### src/rtl/dq_pkg.sv
package dq_pkg;

  typedef enum logic [1:0] {
    SEL_COUNT = 2'd0,
    SEL_TOTAL = 2'd1,
    SEL_SIDE  = 2'd2,
    SEL_PTR   = 2'd3
  } regSel_e;

  typedef struct packed {
    logic    push;          // commit a push this cycle
    logic    pushAtomic;    // push fields come from the atomic port
    logic    stageWr;       // side register write
    logic    popHead;       // remove head entry
    logic    popToHold;     // removed entry goes to holding slot
    logic    readReq;       // a read is being served
    logic    readFromHold;  // pointer read served from holding slot
    regSel_e rdSel;         // which register is read
  } dqStrobe_t;

endpackage

### src/rtl/dq_ctrl.sv
module dq_ctrl
  import dq_pkg::*;
(
  input  logic       clk,
  input  logic       rstN,
  input  logic       regValid,
  input  logic       regWrite,
  input  logic [1:0] regAddr,
  input  logic       atomValid,
  input  logic       notEmpty,
  output dqStrobe_t  strobe
);

  logic    pending;
  regSel_e sel;

  assign sel = regSel_e'(regAddr);

  always_comb begin
    strobe = '0;
    strobe.rdSel = sel;
    if (regValid && regWrite) begin
      if (sel == SEL_SIDE) strobe.stageWr = 1'b1;
      if (sel == SEL_PTR)  strobe.push    = 1'b1;
    end
    if (regValid && !regWrite) begin
      strobe.readReq = 1'b1;
      if (sel == SEL_SIDE) begin
        strobe.popHead   = notEmpty;
        strobe.popToHold = notEmpty;
      end
      if (sel == SEL_PTR) begin
        if (pending) strobe.readFromHold = 1'b1;
        else         strobe.popHead      = notEmpty;
      end
    end
    // plain access has priority; a colliding atomic push is discarded
    if (atomValid && !regValid) begin
      strobe.push       = 1'b1;
      strobe.pushAtomic = 1'b1;
    end
  end

  always_ff @(posedge clk) begin
    if (!rstN) begin
      pending <= 1'b0;
    end else if (strobe.readReq && sel == SEL_SIDE) begin
      pending <= notEmpty;
    end else if (strobe.readReq && sel == SEL_PTR) begin
      pending <= 1'b0;
    end
  end


  no_push_pop_chk: assert property (@(posedge clk) disable iff (!rstN)
    !(strobe.push && strobe.popHead));


  hold_clear_chk: assert property (@(posedge clk) disable iff (!rstN)
    (strobe.readReq && sel == SEL_PTR) |=> !pending);

endmodule

### src/rtl/dq_datapath.sv
module dq_datapath
  import dq_pkg::*;
#(
  parameter int DEPTH  = 16,
  parameter int PTR_W  = 32,
  parameter int SIZE_W = 17
) (
  input  logic             clk,
  input  logic             rstN,
  input  dqStrobe_t        strobe,
  input  logic [31:0]      regWdata,
  input  logic [63:0]      atomData,
  output logic [31:0]      rdData,
  output logic             rdValid,
  output logic             notEmpty,
  output logic             ovf
);

  localparam int IDX_W = (DEPTH > 1) ? $clog2(DEPTH) : 1;
  localparam int CNT_W = $clog2(DEPTH + 1);
  localparam int TOT_W = SIZE_W + CNT_W;
  localparam logic [IDX_W-1:0] LAST_IDX = IDX_W'(DEPTH - 1);
  localparam logic [CNT_W-1:0] FULL_CNT = CNT_W'(DEPTH);

  logic [PTR_W-1:0]  ptrMem  [DEPTH];
  logic [SIZE_W-1:0] sizeMem [DEPTH];

  logic [IDX_W-1:0]  headIdx, tailIdx, headDec, headInc, tailInc, wrIdx;
  logic [CNT_W-1:0]  count;
  logic [TOT_W-1:0]  total;
  logic              stageDir;
  logic [SIZE_W-1:0] stageSize;
  logic [PTR_W-1:0]  holdPtr;

  logic              pushDir, full, doPush;
  logic [SIZE_W-1:0] pushSize;
  logic [PTR_W-1:0]  pushPtr;
  logic [31:0]       rdNext;

  assign full     = (count == FULL_CNT);
  assign notEmpty = (count != '0);
  assign doPush   = strobe.push && !full;

  assign pushDir  = strobe.pushAtomic ? atomData[63]           : stageDir;
  assign pushSize = strobe.pushAtomic ? atomData[32 +: SIZE_W] : stageSize;
  assign pushPtr  = strobe.pushAtomic ? atomData[PTR_W-1:0]    : regWdata[PTR_W-1:0];

  assign headDec = (headIdx == '0)      ? LAST_IDX : headIdx - 1'b1;
  assign headInc = (headIdx == LAST_IDX) ? '0      : headIdx + 1'b1;
  assign tailInc = (tailIdx == LAST_IDX) ? '0      : tailIdx + 1'b1;
  assign wrIdx   = pushDir ? headDec : tailIdx;

  // entry storage
  always_ff @(posedge clk) begin
    if (doPush) begin
      ptrMem[wrIdx]  <= pushPtr;
      sizeMem[wrIdx] <= pushSize;
    end
  end

  // indices, count and running total
  always_ff @(posedge clk) begin
    if (!rstN) begin
      headIdx <= '0;
      tailIdx <= '0;
      count   <= '0;
      total   <= '0;
      ovf     <= 1'b0;
    end else begin
      if (doPush) begin
        if (pushDir) headIdx <= headDec;
        else         tailIdx <= tailInc;
        count <= count + 1'b1;
        total <= total + TOT_W'(pushSize);
      end else if (strobe.push) begin
        ovf <= 1'b1;
      end
      if (strobe.popHead) begin
        headIdx <= headInc;
        count   <= count - 1'b1;
        total   <= total - TOT_W'(sizeMem[headIdx]);
      end
    end
  end

  // staged side value and holding slot
  always_ff @(posedge clk) begin
    if (!rstN) begin
      stageDir  <= 1'b0;
      stageSize <= '0;
      holdPtr   <= '0;
    end else begin
      if (strobe.stageWr) begin
        stageDir  <= regWdata[31];
        stageSize <= regWdata[SIZE_W-1:0];
      end else if (strobe.push && !strobe.pushAtomic) begin
        stageDir  <= 1'b0;
        stageSize <= '0;
      end
      if (strobe.popToHold) holdPtr <= ptrMem[headIdx];
    end
  end

  // read mux
  always_comb begin
    rdNext = '0;
    unique case (strobe.rdSel)
      SEL_COUNT: rdNext = {ovf, 31'(count)};
      SEL_TOTAL: rdNext = 32'(total);
      SEL_SIDE:  rdNext = notEmpty ? 32'(sizeMem[headIdx]) : '0;
      SEL_PTR: begin
        if (strobe.readFromHold) rdNext = 32'(holdPtr);
        else if (notEmpty)       rdNext = 32'(ptrMem[headIdx]);
        else                     rdNext = '0;
      end
      default: rdNext = '0;
    endcase
  end

  always_ff @(posedge clk) begin
    if (!rstN) begin
      rdData  <= '0;
      rdValid <= 1'b0;
    end else begin
      rdValid <= strobe.readReq;
      if (strobe.readReq) rdData <= rdNext;
    end
  end


  count_bound_chk: assert property (@(posedge clk) disable iff (!rstN)
    count <= FULL_CNT);


  ovf_sticky_chk: assert property (@(posedge clk) disable iff (!rstN)
    ovf |=> ovf);


  push_count_chk: assert property (@(posedge clk) disable iff (!rstN)
    (strobe.push && !full) |=> count == $past(count) + 1'b1);


  pop_count_chk: assert property (@(posedge clk) disable iff (!rstN)
    strobe.popHead |=> count == $past(count) - 1'b1);


  empty_total_chk: assert property (@(posedge clk) disable iff (!rstN)
    (count == '0) |-> (total == '0));


  read_valid_chk: assert property (@(posedge clk) disable iff (!rstN)
    strobe.readReq |=> rdValid);

endmodule

### src/rtl/dq_queue.sv
module dq_queue
  import dq_pkg::*;
#(
  parameter int DEPTH  = 16,
  parameter int PTR_W  = 32,
  parameter int SIZE_W = 17
) (
  input  logic        clk,
  input  logic        rstN,
  input  logic        regValid,
  input  logic        regWrite,
  input  logic [1:0]  regAddr,
  input  logic [31:0] regWdata,
  output logic [31:0] regRdata,
  output logic        regRdValid,
  input  logic        atomValid,
  input  logic [63:0] atomData,
  output logic        ovfFlag
);

  dqStrobe_t strobe;
  logic      notEmpty;

  dq_ctrl u_ctrl (
    .clk      (clk),
    .rstN     (rstN),
    .regValid (regValid),
    .regWrite (regWrite),
    .regAddr  (regAddr),
    .atomValid(atomValid),
    .notEmpty (notEmpty),
    .strobe   (strobe)
  );

  dq_datapath #(
    .DEPTH (DEPTH),
    .PTR_W (PTR_W),
    .SIZE_W(SIZE_W)
  ) u_data (
    .clk     (clk),
    .rstN    (rstN),
    .strobe  (strobe),
    .regWdata(regWdata),
    .atomData(atomData),
    .rdData  (regRdata),
    .rdValid (regRdValid),
    .notEmpty(notEmpty),
    .ovf     (ovfFlag)
  );

endmodule

### config.mk
export PLATFORM = sky130hd
export DESIGN_NAME = dq_queue
export DESIGN_NICKNAME = d
export VERILOG_FILES = /design/src/rtl/dq_pkg.sv /design/src/rtl/dq_ctrl.sv /design/src/rtl/dq_datapath.sv /design/src/rtl/dq_queue.sv
export SDC_FILE = /design/constraint.sdc
export NUM_CORES = 1
export LEC_CHECK = 0
export BUFFER_PORTS_ARGS = -buffer_cell sky130_fd_sc_hd__buf_2
export CAP_MARGIN = 20
export CORE_ASPECT_RATIO = 1.75
export CORE_MARGIN = 2
export CORE_UTILIZATION = 30
export CTS_CLUSTER_DIAMETER = 60
export DETAILED_ROUTE_END_ITERATION = 8
export PLACE_DENSITY = 0.46
export SETUP_SLACK_MARGIN = 0.5
export SKIP_LAST_GASP = 1
export SLEW_MARGIN = 10
export SYNTH_ARGS = -nofsm -noshare
export SYNTH_HDL_FRONTEND = slang
export SYNTH_SLANG_ARGS = --single-unit
### constraint.sdc
create_clock -name clk -period 6.3 [get_ports clk]
set_input_delay 0.63 -clock clk [delete_from_list [all_inputs] [get_ports clk]]
set_output_delay 0.63 -clock clk [all_outputs]
set_load 0.01 [all_outputs]
==> results of run 1 <==
## synth_stat cells (22+ instances only)
cell      instances
buf_2            30
mux4_2          245
edfxtp_1        784
clkbuf_1         74
a21oi_1          88
xnor2_1          24
mux2_2           45
nor2_1           62
mux2i_1          28
dfxtp_1         124
nor2b_1          32
ha_1             27
nand2_1         155
inv_1            22
a21boi_1         30
o21ai_0          38
## stage by stage
step                hold WS (ns)  power (mW)  util, %
detailed placement         0.445        8.32     32.5
finish                     0.406        13.5     34.8
CTS                        0.340        13.7     34.8
global placement           0.441        8.30     32.5
floorplan                  0.435        7.84        -
global route               0.407        14.0     34.8
## critical path, delay by kind of cell
kind,cells,cell delay (ns)
simple gates,5,1.92
compound gates,6,1.24
mux,3,1.00
fa+ha+maj,1,0.39
buf+inv,1,0.13
## registers in the layout (all words and copies together), names as in the netlist, named ones only
signal,flops
u_data.holdPtr,32
u_data.sizeMem,272
u_data.count,5
u_data.stageDir,1
u_data.tailIdx,4
u_data.ovf,1
u_data.ptrMem,512
u_data.stageSize,17
u_data.headIdx,4
u_data.rdValid,1
u_ctrl.pending,1
u_data.rdData,32
u_data.total,22
## area by class of cell
cell class | count | area (sq um) | area share [%]
sequential | 908 | 26000 | 61.0
multi-input combinational | 994 | 10500 | 24.7
clock buffer | 108 | 2280 | 5.33
tap | 1634 | 2040 | 4.79
timing repair buffer | 185 | 1150 | 2.69
clock inverter | 45 | 536 | 1.26
inverter | 23 | 86.3 | 0.202
antenna | 4 | 10.0 | 0.0235
## per-layer routing
| layer | part of all wire (%) | wire (um) | vias up | track usage [%] |
|---|---|---|---|---|
| met3 | 5.7 | 6050 | 127 | 2.93 |
| met4 | 2.5 | 2580 | 2 | 5.11 |
| met2 | 50 | 53000 | 606 | 28.8 |
| met5 | 0.014 | 15 | - | 0 |
| li1 | - | - | 8517 | - |
| met1 | 42 | 43800 | 10503 | 21.3 |
## power by group
part | switching, mW | total, mW | internal [mW] | leakage [nW]
sequential | 0.0947 | 6.76 | 6.67 | 8.13
combinational | 0.829 | 1.41 | 0.583 | 4.12
clock | 2.26 | 5.30 | 3.05 | 1.37
total | 3.18 | 13.5 | 10.3 | 13.6
## path summary, 6_finish.rpt
check                               to  cells past startpoint
hold / removal    u_data.stageSize[10]                      4
setup reg to reg      u_data.total[21]                     12
hold reg to reg       u_data.rdData[4]                      2
setup / recovery      u_data.total[21]                     16
## cells by family (layout without fill, tap and decap cells)
| logic type | count (synthesis) | after routing | synth area share, % |
|---|---|---|---|
| and+or+nand+nor | 333 | 333 | 4.29 |
| adders and majority gates | 28 | 28 | 0.966 |
| AOI/OAI and AO/OA | 282 | 282 | 4.95 |
| other | 0 | 4 | 0 |
| xor gates and xnor gates | 33 | 33 | 0.780 |
| muxes | 318 | 318 | 17.0 |
| DFF | 908 | 908 | 70.3 |
| buffers and inverters | 140 | 361 | 1.72 |
==> flow_metrics.tcl, run 1 <==
set metrics [dict create \
    endpoint_kind "register" \
    cts_tree "yes" \
    postCtsSetupBuffers 0 \
    max_freq_mhz 210 \
    grt_max_degree 63 \
    finalSetupTns_ns 0 \
    skew_ns 0.0220 \
    synth_cell_types 71 \
    fp.dieW_um 270 \
    vdd_drop_max_v 0.000174 \
    p_leak_nw 13.6 \
    slew_violations 0 \
    die-area_sq_mm 0.126 \
    cp_max_fo 20 \
    max_stage_delay_ns 0.70 \
    clk_pin_slew_ns 0.06 \
    synth_area_leaders "edfxtp_1, mux4_2, dfxtp_1" \
    nFillCells 11669 \
    netlist_instances 2042 \
    cts_sinks 908 \
    finalHoldViolCount 0 \
    yosysTopAreaCell "edfxtp_1" \
    hold_path.startpoint "regWdata[10]" \
    synth_edf_count 784 \
    fin_nets 2326 \
    cts-hold-fix-buffers 0 \
    syn-cell-area_sq_mm 0.0370 \
    cts-resized-gates 0 \
    dp_cells 3743 \
    area_delta_synth_final_pct 15.2 \
    cellPowerDensity_mw_per_mm2 316 \
    placed_area_sq_mm 0.0398 \
    slew_headroom_pct 31.4 \
    clock_latency_ns 0.67 \
    r2r_slack_ns 1.65 \
    start_util_pct 30.2 \
    maxCapViolCount 0 \
    netlist.area_leader.share_pct 63.6 \
    io_pins 137 \
    cp.required_ns 6.89 \
    critical_path.most_common_cell "a21oi_1" \
    cp_slowest_cell "nor3_2" \
    firstDrtPassIters 7 \
    worst_slack_ns 1.55 \
    routedWlPerCell_um 27.0 \
    yosysSeqAreaShare_pct 70.3 \
    rows 170 \
    drcViolationCount 0 \
    synth.avg_cell_area_sq_um 18.1 \
    gr-total-overflow 0 \
    place_ws_ns 0.862 \
    cp-start-kind "input port" \
    clk_root_buffer_cell "clkbuf_16" \
    status "completed" \
    final_cell_mix "edfxtp_1, mux4_2, nand2_1, buf_2, dfxtp_1" \
    ant_nets 0 \
    finalCritPeriodShare_pct 75.4 \
    fp.dieH_um 469 \
    grt_pass1_vias 20380 \
    io_buffers 122 \
    wl_um 105000 \
    rsz0062_at_grt "false" \
    track_usage_pct 16.6 \
    hpwlAfterDp_um 61400 \
    antenna_found_initial 3 \
    startpoint "regValid" \
    worstMarginPinSlew_ns 1.03 \
    via_count 19755 \
    layout_commonest_cell "edfxtp_1" \
    ys_ff_latch 908 \
    drive_above_1_share_pct 28.1 \
    final_cells 3901 \
    hold_path.class "in2reg" \
    setup_viol 0 \
    crit_arrival_ns 5.34 \
    synth_warnings 0 \
    drt_iter0_drc 1764 \
    via_per_inst 5.06 \
    place.gp.congestion 0.797 \
    grt_pass1_wl_um 150000 \
    critPathKind "in2reg" \
    syn-num-nets 2173 \
    ys.flop_type "edfxtp_1" \
    fin_crit_ns 4.75 \
    fin_area_sq_mm 0.0427 \
    core_area_sq_mm 0.123 \
    clockBufferDepth 3 \
    async_flop_share_pct 0 \
    cts.htree.levels 3 \
    crit_chain "buf_2, nand2b_4, mux2_2, nor3_2, nand2_1, nor4_1, o211a_1, a21oi_1, ha_1, nand2_1, a21oi_1, o21ai_0, a21oi_1, a41oi_1, mux2i_1, mux2i_1" \
    cts_buffers 83 \
]
Note: power is estimated with default switching activity, not from simulation.
==> run 2: changes to the inputs <==
--- a/config.mk
+++ b/config.mk
@@ -12,7 +12,7 @@
 export CORE_UTILIZATION = 30
 export CTS_CLUSTER_DIAMETER = 60
 export DETAILED_ROUTE_END_ITERATION = 8
-export PLACE_DENSITY = 0.46
+export PLACE_DENSITY = 0.47
 export SETUP_SLACK_MARGIN = 0.5
 export SKIP_LAST_GASP = 1
 export SLEW_MARGIN = 10
==> constraint.sdc (replaced) <==
create_clock -name clk -period 4.24 [get_ports clk]
set_input_delay 0.424 -clock clk [delete_from_list [all_inputs] [get_ports clk]]
set_output_delay 0.424 -clock clk [all_outputs]
set_load 0.01 [all_outputs]
==> run 2 against run 1 <==
  * Total power is 52% higher
  * Critical path type is now reg2reg
  * Register-to-register slack worse by 1.2 ns
  * Hold slack worse by 0.25 ns
  * Core utilization is 1.3 points higher
  * Largest power group unchanged
  * Sequential share of layout area is 2.2 points lower
  * Critical endpoint is now u_data.total[15]
  * Worst setup slack worse by 1.0 ns
  * Clock power is 48% higher
  * Design area is 3.7% higher
  * Non-clock buffer count is 113 higher
  * Clock-buffer cell count is 1 higher
==> flow_metrics.tcl, run 2 (synthesized netlist as in run 1, its figures left out) <==
set metrics [dict create \
    finalSetupTns_ns 0 \
    clk_pin_slew_ns 0.07 \
    drcViolationCount 0 \
    min_path_cells 4 \
    fin_crit_ns 3.74 \
    clkPwrFrac_pct 38.3 \
    start_util_pct 30.2 \
    skew_ns 0.0286 \
    drt_iter0_drc 1867 \
    crit_chain "buf_12, buf_12, buf_12, mux4_2, mux4_2, a21oi_2, ha_1, a211o_1, o21ai_4, a21oi_2, buf_4, a2111oi_4, a31oi_1, a31oi_1" \
    rows 170 \
    place.gp.congestion 0.807 \
    cts_sinks 908 \
    cts_buffers 84 \
    area_delta_synth_final_pct 19.5 \
    cts_tree "yes" \
    cp-start-kind "register" \
    setup_viol 0 \
    top_register "u_data.ptrMem" \
    power_frac_comb_pct 12.7 \
    max_freq_mhz 267 \
    grt_pass1_wl_um 153000 \
    r2r_slack_ns 0.50 \
    finalCritPeriodShare_pct 88.3 \
    via_count 20144 \
    clock_latency_ns 0.70 \
    finish.utilization_pct 36.1 \
    vdd_drop_max_v 0.000327 \
    ant_nets 0 \
    slew_violations 0 \
    critPathKind "reg2reg" \
    slew_headroom_pct 29.2 \
    internal-power_mw 15.4 \
    core_area_sq_mm 0.123 \
    r2r-end "u_data.total[15]" \
    cp.required_ns 4.87 \
    power.total_mw 20.4 \
    gr-total-overflow 0 \
    crit_arrival_ns 4.37 \
    hold_end "u_ctrl.pending" \
    hold-worst-slack_ns 0.158 \
    antenna_found_initial 4 \
    grt_pass1_vias 21118 \
    cts.htree.levels 3 \
    critical_path.most_common_cell "buf_12" \
    hpwlAfterDp_um 63300 \
    fin_nets 2440 \
    hold_path.startpoint "regAddr[1]" \
    drive_above_1_share_pct 33.6 \
    rr_worst_depth 14 \
    pwr-share-seq_pct 49.0 \
    clockBufferDepth 3 \
    power_switching_mw 5.01 \
    endpoint_kind "register" \
    max_stage_delay_ns 0.57 \
    fp.dieW_um 270 \
    io_pins 137 \
    cts-hold-fix-buffers 0 \
    p_sw_share_pct 24.5 \
    cp_slowest_cell "mux4_2" \
    rsz0062_at_grt "true" \
    finalHoldViolCount 0 \
    layout_commonest_cell "edfxtp_1" \
    top_regs "u_data.ptrMem x512, u_data.sizeMem x272" \
    io_buffers 122 \
    routedWlPerCell_um 27.0 \
    status "completed" \
    clk_root_buffer_cell "clkbuf_16" \
    track_usage_pct 17.0 \
    hold_path.class "in2reg" \
    largest_register_ffs 512 \
    fp.dieH_um 469 \
    grt_max_degree 63 \
    die-area_sq_mm 0.126 \
    cp_max_fo 8 \
    firstDrtPassIters 6 \
    final_cell_mix "edfxtp_1, mux4_2, nand2_1, buf_4, buf_2" \
    maxCapViolCount 0 \
    wl_um 108000 \
    cellPowerDensity_mw_per_mm2 462 \
    worstMarginPinSlew_ns 1.06 \
    p_leak_nw 14.4 \
    via_per_inst 5.02 \
]
-- run 2: cell types whose count changed in the layout (fill, tap and decap cells not counted), sizes merged, moves of 2 or more --
cell,previous run,this run
buf,185,296
bufbuf,0,2
bufinv,12,6
clkinv,29,31
clkinvlp,3,1
diode,4,2
inv,24,32
-- run 2: area by class of cell --
class                   instances  area (sq um)
diodes                          2          5.00
clock buffers                 109          2350
clock inverters                47           482
fillers                     11552         78300
inverters                      23          86.3
multi-input cells             994         10700
flip-flops and latches        908         26000
well taps                    1634          2040
repair buffers                298          2510
-- run 2: what timing repair did --
action,CTS,global route
gates resized for setup,51,24
cloned,6,0
pin swaps,27,20
setup endpoints to repair,14,14
setup buffers,36,5
-- run 2: how the worst max path moves through the flow --
stage | end | slack (ns) | cells past startpoint
after CTS | u_data.total[14] | 0.44 | 15
after global placement | u_data.total[15] | -0.18 | 19
after global routing | u_data.total[15] | 0.36 | 16
final | u_data.total[15] | 0.50 | 14
after detailed placement | u_data.total[15] | -0.13 | 19
after floorplan | u_data.ptrMem[3][0] | -0.002 | 9
-- run 2: power groups by stage --
| stage | Sequential, mW | Combinational [mW] | Clock [mW] |
|---|---|---|---|
| final | 10.0 | 2.60 | 7.83 |
| after global routing | 10.0 | 2.80 | 8.34 |
| after CTS | 10.0 | 2.56 | 8.03 |
| after detailed placement | 10.2 | 2.32 | 0 |
| after global placement | 10.2 | 2.29 | 0 |
| after floorplan | 10.2 | 1.47 | 0 |
-- run 2: per-stage QoR --
step	setup slack (ns)	cell area [sq um]	std cells
floorplan	-0.00185	37000	2042
global placement	-0.185	40600	3809
detailed placement	-0.130	40600	3809
CTS	0.440	44100	4007
global route	0.359	44300	4014
finish	0.497	44300	4015
-- run 2: layer usage --
layer | GRT usage, % | vias up | share of wire [%]
met5 | 0 | - | 0
met4 | 6.24 | 0 | 3.2
met3 | 2.71 | 145 | 4.8
met2 | 29.4 | 576 | 50
met1 | 21.6 | 10676 | 42
li1 | - | 8747 | -
-- run 2: critical path: cells and delay by family, from the launching register on --
family | cells | cell delay [ns]
buffers and inverters | 4 | 0.57
DFF | 1 | 0.43
AOI/OAI and AO/OA | 7 | 1.35
muxes | 2 | 1.06
adders and majority gates | 1 | 0.26
